File: src/rtl/mont_factor_calc.sv
module mont_factor_calc #(
  parameter int WORD_W    = 32,
  parameter int NUM_WORDS = 4,
  localparam int AW       = (NUM_WORDS > 1) ? $clog2(NUM_WORDS) : 1
) (
  input  logic              clk,
  input  logic              rst_n,
  input  logic              n_we,
  input  logic [AW-1:0]     n_addr,
  input  logic [WORD_W-1:0] n_wdata,
  input  logic              start,
  input  logic [AW-1:0]     f_addr,
  output logic [WORD_W-1:0] f_rdata,
  output logic              busy,
  output logic              done
);
  localparam int STEPS = 2 * NUM_WORDS * WORD_W;
  localparam int SW    = $clog2(STEPS + 1);

  typedef enum logic [1:0] {S_IDLE, S_SHIFT, S_SEL} st_t;

  logic [WORD_W-1:0] n_mem [NUM_WORDS];
  logic [WORD_W-1:0] f_mem [NUM_WORDS];
  logic [WORD_W-1:0] t_mem [NUM_WORDS];
  st_t               st;
  logic [AW-1:0]     idx;
  logic [SW-1:0]     step;
  logic              cin, bin, keep_f;

  wire               last_word = (idx == AW'(NUM_WORDS - 1));
  wire               last_step = (step == SW'(STEPS - 1));
  wire [WORD_W-1:0]  cur_f     = f_mem[idx];
  wire [WORD_W-1:0]  shifted   = {cur_f[WORD_W-2:0], cin};
  wire [WORD_W:0]    diff      = {1'b0, shifted} - {1'b0, n_mem[idx]} - (WORD_W+1)'(bin);
  wire               bout      = diff[WORD_W];

  assign busy    = (st != S_IDLE);
  assign f_rdata = f_mem[f_addr];

  always_ff @(posedge clk or negedge rst_n) begin
    if (!rst_n) begin
      for (int i = 0; i < NUM_WORDS; i++) n_mem[i] <= '0;
    end else if (n_we && st == S_IDLE) begin
      n_mem[n_addr] <= n_wdata;
    end
  end

  always_ff @(posedge clk or negedge rst_n) begin
    if (!rst_n) begin
      for (int i = 0; i < NUM_WORDS; i++) begin
        f_mem[i] <= '0;
        t_mem[i] <= '0;
      end
      st     <= S_IDLE;
      idx    <= '0;
      step   <= '0;
      cin    <= 1'b0;
      bin    <= 1'b0;
      keep_f <= 1'b0;
      done   <= 1'b0;
    end else begin
      done <= 1'b0;
      unique case (st)
        S_IDLE: if (start) begin
          for (int i = 0; i < NUM_WORDS; i++) f_mem[i] <= (i == 0) ? WORD_W'(1) : '0;
          st   <= S_SHIFT;
          idx  <= '0;
          step <= '0;
          cin  <= 1'b0;
          bin  <= 1'b0;
        end
        S_SHIFT: begin
          f_mem[idx] <= shifted;
          t_mem[idx] <= diff[WORD_W-1:0];
          cin        <= cur_f[WORD_W-1];
          bin        <= bout;
          if (last_word) begin
            keep_f <= bout && !cur_f[WORD_W-1];
            idx    <= '0;
            st     <= S_SEL;
          end else begin
            idx <= idx + 1'b1;
          end
        end
        S_SEL: begin
          if (!keep_f) f_mem[idx] <= t_mem[idx];
          if (last_word) begin
            idx <= '0;
            cin <= 1'b0;
            bin <= 1'b0;
            if (last_step) begin
              st   <= S_IDLE;
              done <= 1'b1;
            end else begin
              step <= step + 1'b1;
              st   <= S_SHIFT;
            end
          end else begin
            idx <= idx + 1'b1;
          end
        end
        default: st <= S_IDLE;
      endcase
    end
  end
endmodule

File: config.mk
export PLATFORM = sky130hd
export DESIGN_NAME = mont_factor_calc
export DESIGN_NICKNAME = d
export VERILOG_FILES = /design/src/rtl/mont_factor_calc.sv
export SDC_FILE = /design/constraint.sdc
export NUM_CORES = 1
export LEC_CHECK = 0
export ABC_AREA = 1
export BUFFER_PORTS_ARGS = -buffer_cell sky130_fd_sc_hd__buf_2
export CAP_MARGIN = 20
export CORE_ASPECT_RATIO = 1.25
export CORE_UTILIZATION = 45
export DETAILED_ROUTE_END_ITERATION = 10
export GPL_TIMING_DRIVEN = 0
export PLACE_DENSITY = 0.69
export SLEW_MARGIN = 20
export SYNTH_ARGS = -nofsm -noshare
export SYNTH_HDL_FRONTEND = slang
export SYNTH_SLANG_ARGS = --single-unit
File: constraint.sdc
create_clock -name clk -period 6.7 [get_ports clk]
set_input_delay 0.67 -clock clk [delete_from_list [all_inputs] [get_ports clk]]
set_output_delay 0.67 -clock clk [all_outputs]
set_load 0.02 [all_outputs]
* After elaboration in Yosys (flattened, before gate mapping) *
Index checks and enable logic that the tools add are counted.

operators by class
  $add $sub $neg = 4
  order comparisons = 5
  equal/unequal tests = 9
  mux-type cells = 42
  bitwise operators = 3
  reductions and logical operators = 17

operators by type and width
  kind                                                 number
  bitwise mux 128 bit                                  4
  one-hot mux 128 bit (3 select lines)                 1
  two-way mux 32 bit                                   10
  binary-select mux 32 bit (select 2 bit)              4
  two-way mux 128 bit                                  2
  demux 32 bit (select 2 bit)                          2
  subtractor 32 x 32 -> 33 bit                         1
  subtractor 33 x 1 -> 33 bit                          1
  two-way mux 9 bit                                    3
  one-hot mux 9 bit (2 select lines)                   1
  two-way mux 2 bit                                    5
  inequality test 2 bit (second input constant)        5
  adder 9 x 1 -> 9 bit (second input constant)         1
  == test 9 x 8 -> 1 bit (second input constant)       1
  >= comparator 3 bit (second input constant)          3
  inverter 2 -> 3 bit                                  3
  AND reduction 3 bit                                  3
  < comparator 3 x 1 -> 1 bit (second input constant)  2
  two-way mux 1 bit                                    6
  one-hot mux 1 bit (3 select lines)                   2
  one-hot mux 2 bit (3 select lines)                   1
  nonzero test 2 bit                                   3
  == test 2 bit (second input constant)                2
  logical AND 1 bit                                    4
  other kinds (9)                                      10

word-level totals
  bits in registers = 401
  input port bits = 40
  output and inout port bits = 34

* Depth between registers and ports, before layout *
Gate-level depths: netlist (run 1).

  word-level depth = 8
  gate-level depth with buffers = 22
  depth with buffers taken out = 19

* Least setup slack after synthesis (run 1) *
No wires, ideal clock.

  kind = flip-flop to flip-flop
  start point = register idx[0]
  end point = register t_mem[109] (netlist bit)
  setup time = 132 ps
  arrival = 2,949 ps
  required time = 6,568 ps
  slack = 3,620 ps
  cell stages (with the launch flop) = 19
  period minus slack after synthesis = 3,080 ps
  cells stage by stage = dfrtp_1 inv_2 buf_2 buf_2 clkbuf_1 nor2_1 o22ai_1 ha_1 inv_1 ha_1 inv_1 o21bai_1 a21oi_1 o21ai_4 nand3_1 nand2_2 or2_1 nand3_1 o21ai_0

between the ends
  longest elaborated chain between the ends = 7
  elaborated cells on any way between the ends = 15
  classes of those cells = 2 x add/sub; 2 x order compare; 9 x mux; 1 x bitwise; 1 x reduce/logical

RTL lines
  element                                                     RTL line    RTL
  from (decl)                                                 26          logic [AW-1:0] idx;
  from (signal assigned)                                      82          idx <= idx + 1'b1;
  from (signal assigned)                                      99          idx <= idx + 1'b1;
  inverter 2 -> 3 bit (implied by the code) *                 32, 34, 74
  binary-select mux 32 bit (select 2 bit) (on tied branches)  34, 32
  two-way mux 32 bit (on tied branches) (2 in series)         34, 32
  subtractor 32 x 32 -> 33 bit                                34          wire [WORD_W:0] diff = {1'b0, shifted} - {1'b0, n_mem[idx]} - (WORD_W+1)'(bin);
  subtractor 33 x 1 -> 33 bit                                 34
  bitwise mux 128 bit *                                       74          t_mem[idx] <= diff[WORD_W-1:0];
  to (signal, indexed assignment)                             74
  to (decl)                                                   24          logic [WORD_W-1:0] t_mem [NUM_WORDS];

Mark *: on every way between the ends. The rest lies on a longest branch, timed or not. The select of a mux whose other input is x is not followed.
A chain may end at the register's enable or synchronous reset.

* Worst setup path after layout (run 1) *
  start point = register idx[1]
  end point = register t_mem[94] (netlist bit)

Same word-level chain as after synthesis.

==> results.toml, run 1 <==
[outcome]
outcome = "complete, no violations"

[setup_path]
crit_required_ps = 7170
crit_arrival_ps = 5350
reg2regPathDepth = 18
cp_max_fo = 11
cp-end-kind = "flop"
path_class = "flop to flop"
start_kind = "flop"

[clock_network]
clk_pin_slew_worst_paths_ps = 60
clkLatencyLatePin_ps = 580
cts_sinks = 401
htree_levels = 2
cts-root-buf = "clkbuf_16"
tritoncts = "done"
postCtsResizedCells = 0
cts_made_buffers = 42
clk_path_buf_depth = 3

[synth]
synthArstFlopShare = 1.00
syn_avg_cell_area_sq_um = 7.60
yosysWarningCount = 0
synth_edf_count = 0
syn_nets = 3060
ys_ff_latch = 401
ys_types = 50
syn_area_sq_um = 22400
synth_ff_type = "dfrtp_1"
synth_cells = 2948
ys_seq_area_frac = 0.448

[flow_run]
max_cap_violations = 0

[placement]
hpwlAfterDp_mm = 58.6
dpl_cell_area_sq_um = 23700
dp.cells = 3676
gp_congestion = 0.954
pre_cts_slack_ps = 2050
port-buffer-count = 73

[timing]
fmax_ghz = 0.205
setup_viol = 0
fin_ws_ps = 1820
period_minus_slack_ps = 4880
rsz0062_at_grt = "no"
maxSlewViolCount = 0
fin_crit_sh = 0.728
slew_headroom = 0.398
tightest_slew_ps = 904
skew_ps = 13.5
hold_viol_final = 0

[finish]
final_nets = 3182
post-route-cell-area_sq_um = 25100
num_antenna_cells = 0
drive_gt1_frac = 0.0800
fin_cells = 3750
layout_commonest_cell = "nand2_1"
layout_common_cells = "nand2_1, dfrtp_1, o21ai_0"
final_util = 0.509
syn2layout_area_growth_pct = 12.0

[global_route]
grt_antenna_before_repair = 3
grt_overflow = 0
grt_pass1_vias = 21400
grt_usage = 0.309
grt_pass1_wl_mm = 121
grt_start_max_net_pins = 98

[worst_hold_path]
hold_class = "primary input to flop"
hold_path_depth = 3

[floorplan]
die_h_microns = 251
dieArea_sq_um = 50700
start_util = 0.454
core_area_sq_um = 49300
die_x_microns = 202
num_rows = 91
ios = 74

[detailed_routing]
drt-pass1-iter-count = 6
routed_wl_mm = 78.7
via_count = 21900
drc_errors = 0
drt_iter0_drc = 2215
antenna_left = 0
wl_per_cell_microns = 21.0
vias_per_cell = 5.83
synth_stat cells, types with 2 or more instances:
library cell    n  share of area
a21oi_1       217          0.048
a22oi_1        35          0.012
a31oi_1         2        0.00056
buf_1           6         0.0010
buf_2          36         0.0080
buf_4           8         0.0027
buf_6           8         0.0040
clkbuf_1      128          0.021
clkinv_1        4        0.00067
dfrtp_1       401           0.45
fa_1            2         0.0018
ha_1           70          0.039
inv_1         261          0.044
inv_2           5        0.00084
nand2_1       657           0.11
nand2_2        19         0.0053
nand2_4         4         0.0020
nand3_1       139          0.031
nand3_2         8         0.0036
nand3b_1        5         0.0017
nand4_1         7         0.0020
nor2_1        256          0.043
nor2_4          2         0.0010
nor3_1          7         0.0016
nor4_1          3        0.00084
o21a_1          7         0.0023
o21ai_0       384          0.086
o21ai_1        47          0.011
o21bai_1        2        0.00067
o22ai_1       182          0.051
o22ai_2         6         0.0034
or2_2           3        0.00084
xnor2_1         9         0.0035
xnor2_2         2         0.0015
cell type report:
| cell class | count | area, sq um |
|---|---|---|
| tap | 651 | 815 |
| fill | 4851 | 24200 |
| sequential | 401 | 10000 |
| multi-input combinational | 2091 | 10500 |
| buffer | 186 | 833 |
| clock inverter | 13 | 124 |
| timing repair buffer | 78 | 495 |
| inverter | 270 | 1010 |
| clock buffer | 60 | 1250 |
state kept, by name (all words and copies together), names as in the netlist:
name    count
bin         1
cin         1
done        1
f_mem     128
idx         2
keep_f      1
n_mem     128
st          2
step        9
t_mem     128
cells by family after synthesis:
family | share of synthesized area
and+or+nand+nor | 0.204
AOI/OAI and AO/OA | 0.219
xor gates and xnor gates | 0.00609
adders and majority gates | 0.0409
buffers and inverters | 0.0824
DFF | 0.448
through the flow:
stage / setup TNS, ps / hold slack [ps]
floorplan: 0 / 374
global placement: -1125070 / 460
detailed placement: 0 / 466
CTS: 0 / 319
global route: 0 / 356
finish: 0 / 334
critical path: stages, from the launching register on:
cell	delay (ps)
dfrtp_1	410
buf_2	190
inv_2	200
clkbuf_1	610
clkbuf_1	630
o21ai_0	200
o22ai_1	230
ha_1	180
inv_1	40
ha_1	420
nand2_1	180
o21ai_0	500
a21oi_1	110
nand2_1	270
nand4_1	180
nand2_1	90
nand2_1	130
nand3_1	110
nand2_1	70
routing by layer:
layer | vias to the layer above | part of all wire | GRT usage | routed length (microns)
li1 | 10100 | - | - | -
met1 | 10500 | 0.39 | 0.381 | 30800
met2 | 1067 | 0.48 | 0.524 | 38000
met3 | 209 | 0.081 | 0.0501 | 6390
met4 | 2 | 0.044 | 0.153 | 3440
met5 | - | 0.00011 | 0 | 9
path summary, 6_finish.rpt:
path / start / end / slack (ps)
max: idx[1] / t_mem[94] / 1820
min: n_wdata[0] / n_mem[0] / 330
max reg2reg: idx[1] / t_mem[94] / 1820
min reg2reg: t_mem[121] / t_mem[121] / 480
max in group asynchronous: rst_n / t_mem[70] / 4820
min in group asynchronous: rst_n / n_mem[27] / 550
timing repair:
| item | in CTS | in global routing |
|---|---|---|
| endpoints found under the setup margin | 0 | 0 |
| hold endpoints to repair | 37 | 0 |
| hold buffers | 1 | 0 |
| setup buffers | 0 | 0 |
Power of run 1 is not shown: default switching activity piles up to over one toggle a cycle in this logic, so the estimate is an artifact.
==> run 2, diff against run 1 <==
--- a/config.mk
+++ b/config.mk
@@ -5,14 +5,14 @@
 export SDC_FILE = /design/constraint.sdc
 export NUM_CORES = 1
 export LEC_CHECK = 0
-export ABC_AREA = 1
+export ABC_AREA = 0
 export BUFFER_PORTS_ARGS = -buffer_cell sky130_fd_sc_hd__buf_2
 export CAP_MARGIN = 20
 export CORE_ASPECT_RATIO = 1.25
 export CORE_UTILIZATION = 45
 export DETAILED_ROUTE_END_ITERATION = 10
 export GPL_TIMING_DRIVEN = 0
-export PLACE_DENSITY = 0.69
+export PLACE_DENSITY = 0.71
 export SLEW_MARGIN = 20
 export SYNTH_ARGS = -nofsm -noshare
 export SYNTH_HDL_FRONTEND = slang
==> constraint.sdc (replaced) <==
create_clock -name clk -period 4.2 [get_ports clk]
set_input_delay 0.42 -clock clk [delete_from_list [all_inputs] [get_ports clk]]
set_output_delay 0.42 -clock clk [all_outputs]
set_load 0.02 [all_outputs]
==> run 2 against run 1 <==
Effect of this change:
- maximum frequency up 18%
- worst setup slack worse by 1800 ps
- wire length down 22%
- critical path type unchanged
- critical endpoint is now t_mem[26]
- highest routed layer is now met4
==> results.toml, run 2 <==
[global_route]
grt_overflow = 0
grt_start_max_net_pins = 101
grt_pass1_vias = 16900
grt_antenna_before_repair = 0
grt_pass1_wl_mm = 95.7
grt_usage = 0.258

[detailed_routing]
drt-pass1-iter-count = 5
vias_per_cell = 5.98
maxUsedRoutingLayer = "met4"
wl_met1_mm = 23.5
dr_wl_met2_mm = 30.6
routed_wl_mm = 61.3
antenna_left = 0
route.met3.wl_mm = 4.82
drt_iter0_drc = 1518
drc_errors = 0
wl_per_cell_microns = 22.5
via_count = 16300

[clock_network]
clkLatencyLatePin_ps = 590
cts_made_buffers = 43
tritoncts = "done"
cts_sinks = 401
clk_pin_slew_worst_paths_ps = 60
clk_path_buf_depth = 3
cts-root-buf = "clkbuf_16"
htree_levels = 2

[timing]
period_minus_slack_ps = 4130
fin_ws_ps = 68.5
hold_viol_final = 0
whs_ps = 108
slew_headroom = 0.302
tightest_slew_ps = 1050
rsz0062_at_grt = "yes"
maxSlewViolCount = 0
setup_viol = 0
tns_ps = 0
skew_ps = 15.1
fin_crit_sh = 0.984
fmax_ghz = 0.242

[placement]
dpl_cell_area_sq_um = 22700
hpwlAfterDp_mm = 44.0
port-buffer-count = 72
pre_cts_slack_ps = -1520
gp_congestion = 0.918

[setup_path]
rr_startpoint = "idx[0]"
cp_max_fo = 8
crit_slowest_cell = "or4_1"
cp-end-kind = "flop"
slowest_delay_ps = 540
crit_required_ps = 4670
reg2regPathDepth = 16
path_class = "flop to flop"
start_kind = "flop"
r2r_setup_slack_ps = 70
crit_chain = "buf_6, buf_12, buf_16, bufbuf_16, mux4_2, ha_1, inv_1, ha_4, and2_4, and3_4, nand2_1, or4_1, nand2_2, a21oi_1, xnor2_2, mux2_2"
crit_arrival_ps = 4600
r2r_end = "t_mem[26]"

[floorplan]
die_h_microns = 246
num_rows = 88
die_x_microns = 197
start_util = 0.459
ios = 74
dieArea_sq_um = 48400
core_area_sq_um = 46600

[finish]
layout_commonest_cell = "dfrtp_1"
syn2layout_area_growth_pct = 16.2
reg.largest.list = "f_mem x128, n_mem x128, t_mem x128"
layout_common_cells = "dfrtp_1, nand2_1, o21ai_0"
num_antenna_cells = 0
post-route-cell-area_sq_um = 24900
drive_gt1_frac = 0.258
final_nets = 2169

[worst_hold_path]
hold_class = "primary input to flop"
hold_end = "n_mem[125]"
min-delay-start = "n_wdata[29]"
hold_path_depth = 2

[synth]
synthTopCellsByArea = "dfrtp_1, mux4_2, mux2_2"
ys_seq_area_frac = 0.469
ys_top_cells_by_count = "dfrtp_1, nand2_1, o21ai_0"
yosysWarningCount = 0
syn_avg_cell_area_sq_um = 11.2
ys_types = 57
yosysMostFrequentCell = "dfrtp_1"
yosysTopAreaCell = "dfrtp_1"
synth_ff_type = "dfrtp_1"
syn_nets = 2023
synth_edf_count = 0
synthArstFlopShare = 1.00
synth_cells = 1911
ys_ff_latch = 401
syn_area_sq_um = 21400
synth_top_area_share = 0.469

[flow_run]
max_cap_violations = 0

[outcome]
outcome = "complete, no violations"
-- run 2: changes by cell type in the layout (fill, tap and decap cells not counted), sizes merged, moves of 12 or more --
cell / change
nand2: -317
nor2: -235
o21ai: -231
o22ai: -185
a21oi: -184
mux2: +160
inv: -153
mux4: +128
nand3: -128
a22o: +69
clkbuf: -29
a21o: +12
-- run 2: critical path: cells and delay by family, from the launching register on --
kind            cells  cell delay [ps]
simple gates        5             1160
flops               1              370
buf+inv             5              760
xor+xnor            1              190
fa+ha+maj           2              580
mux                 2              820
compound gates      1              120
-- run 2: cells by family after synthesis --
| family | count (synthesis) | share of synthesized area |
|---|---|---|
| mux | 289 | 0.220 |
| compound gates | 412 | 0.123 |
| xor+xnor | 27 | 0.0111 |
| flops | 401 | 0.469 |
| simple gates | 467 | 0.0906 |
| fa+ha+maj | 72 | 0.0428 |
| buf+inv | 243 | 0.0434 |
-- run 2: worst max path at each step --
| stage | depth (start not counted) | from | endpoint | slack, ps |
|---|---|---|---|---|
| floorplan | 18 | idx[0] | t_mem[31] | 40 |
| global placement | 1 | rst_n | f_mem[79] | -4760 |
| detailed placement | 16 | idx[1] | t_mem[59] | -1520 |
| CTS | 16 | idx[0] | t_mem[60] | 0.9 |
| global route | 17 | idx[0] | t_mem[126] | -10 |
| finish | 16 | idx[0] | t_mem[26] | 70 |
-- run 2: final cells by class --
type | instances | area (sq um)
fill | 3936 | 21700
multi-input combinational | 1267 | 10800
sequential | 401 | 10000
clock buffer | 66 | 1270
timing repair buffer | 109 | 797
tap | 630 | 788
buffer | 123 | 632
inverter | 112 | 420
clock inverter | 11 | 125
-- run 2: what timing repair did --
item | CTS | global route
gates cloned | 1 | 1
gates resized for setup | 70 | 49
buffers inserted | 17 | 13
setup endpoints to repair | 110 | 50
pin swaps | 7 | 24
hold buffers | 1 | 0
endpoints found under the hold margin | 46 | 0
-- run 2: per-stage QoR --
| stage | util | instances |
|---|---|---|
| 3_3_place_gp | 0.484 | 2613 |
| 2_1_floorplan | - | 1911 |
| 6_report | 0.534 | 2719 |
| 3_5_place_dp | 0.487 | 2617 |
| 4_1_cts | 0.527 | 2710 |
| 5_1_grt | 0.534 | 2719 |
-- run 2: layer usage --
layer  vias up  track usage
li1       7159            -
met3       162       0.0560
met4         0        0.106
met2       727        0.437
met5         -            0
met1      8212        0.318
Power of run 2 is left out for the same reason.
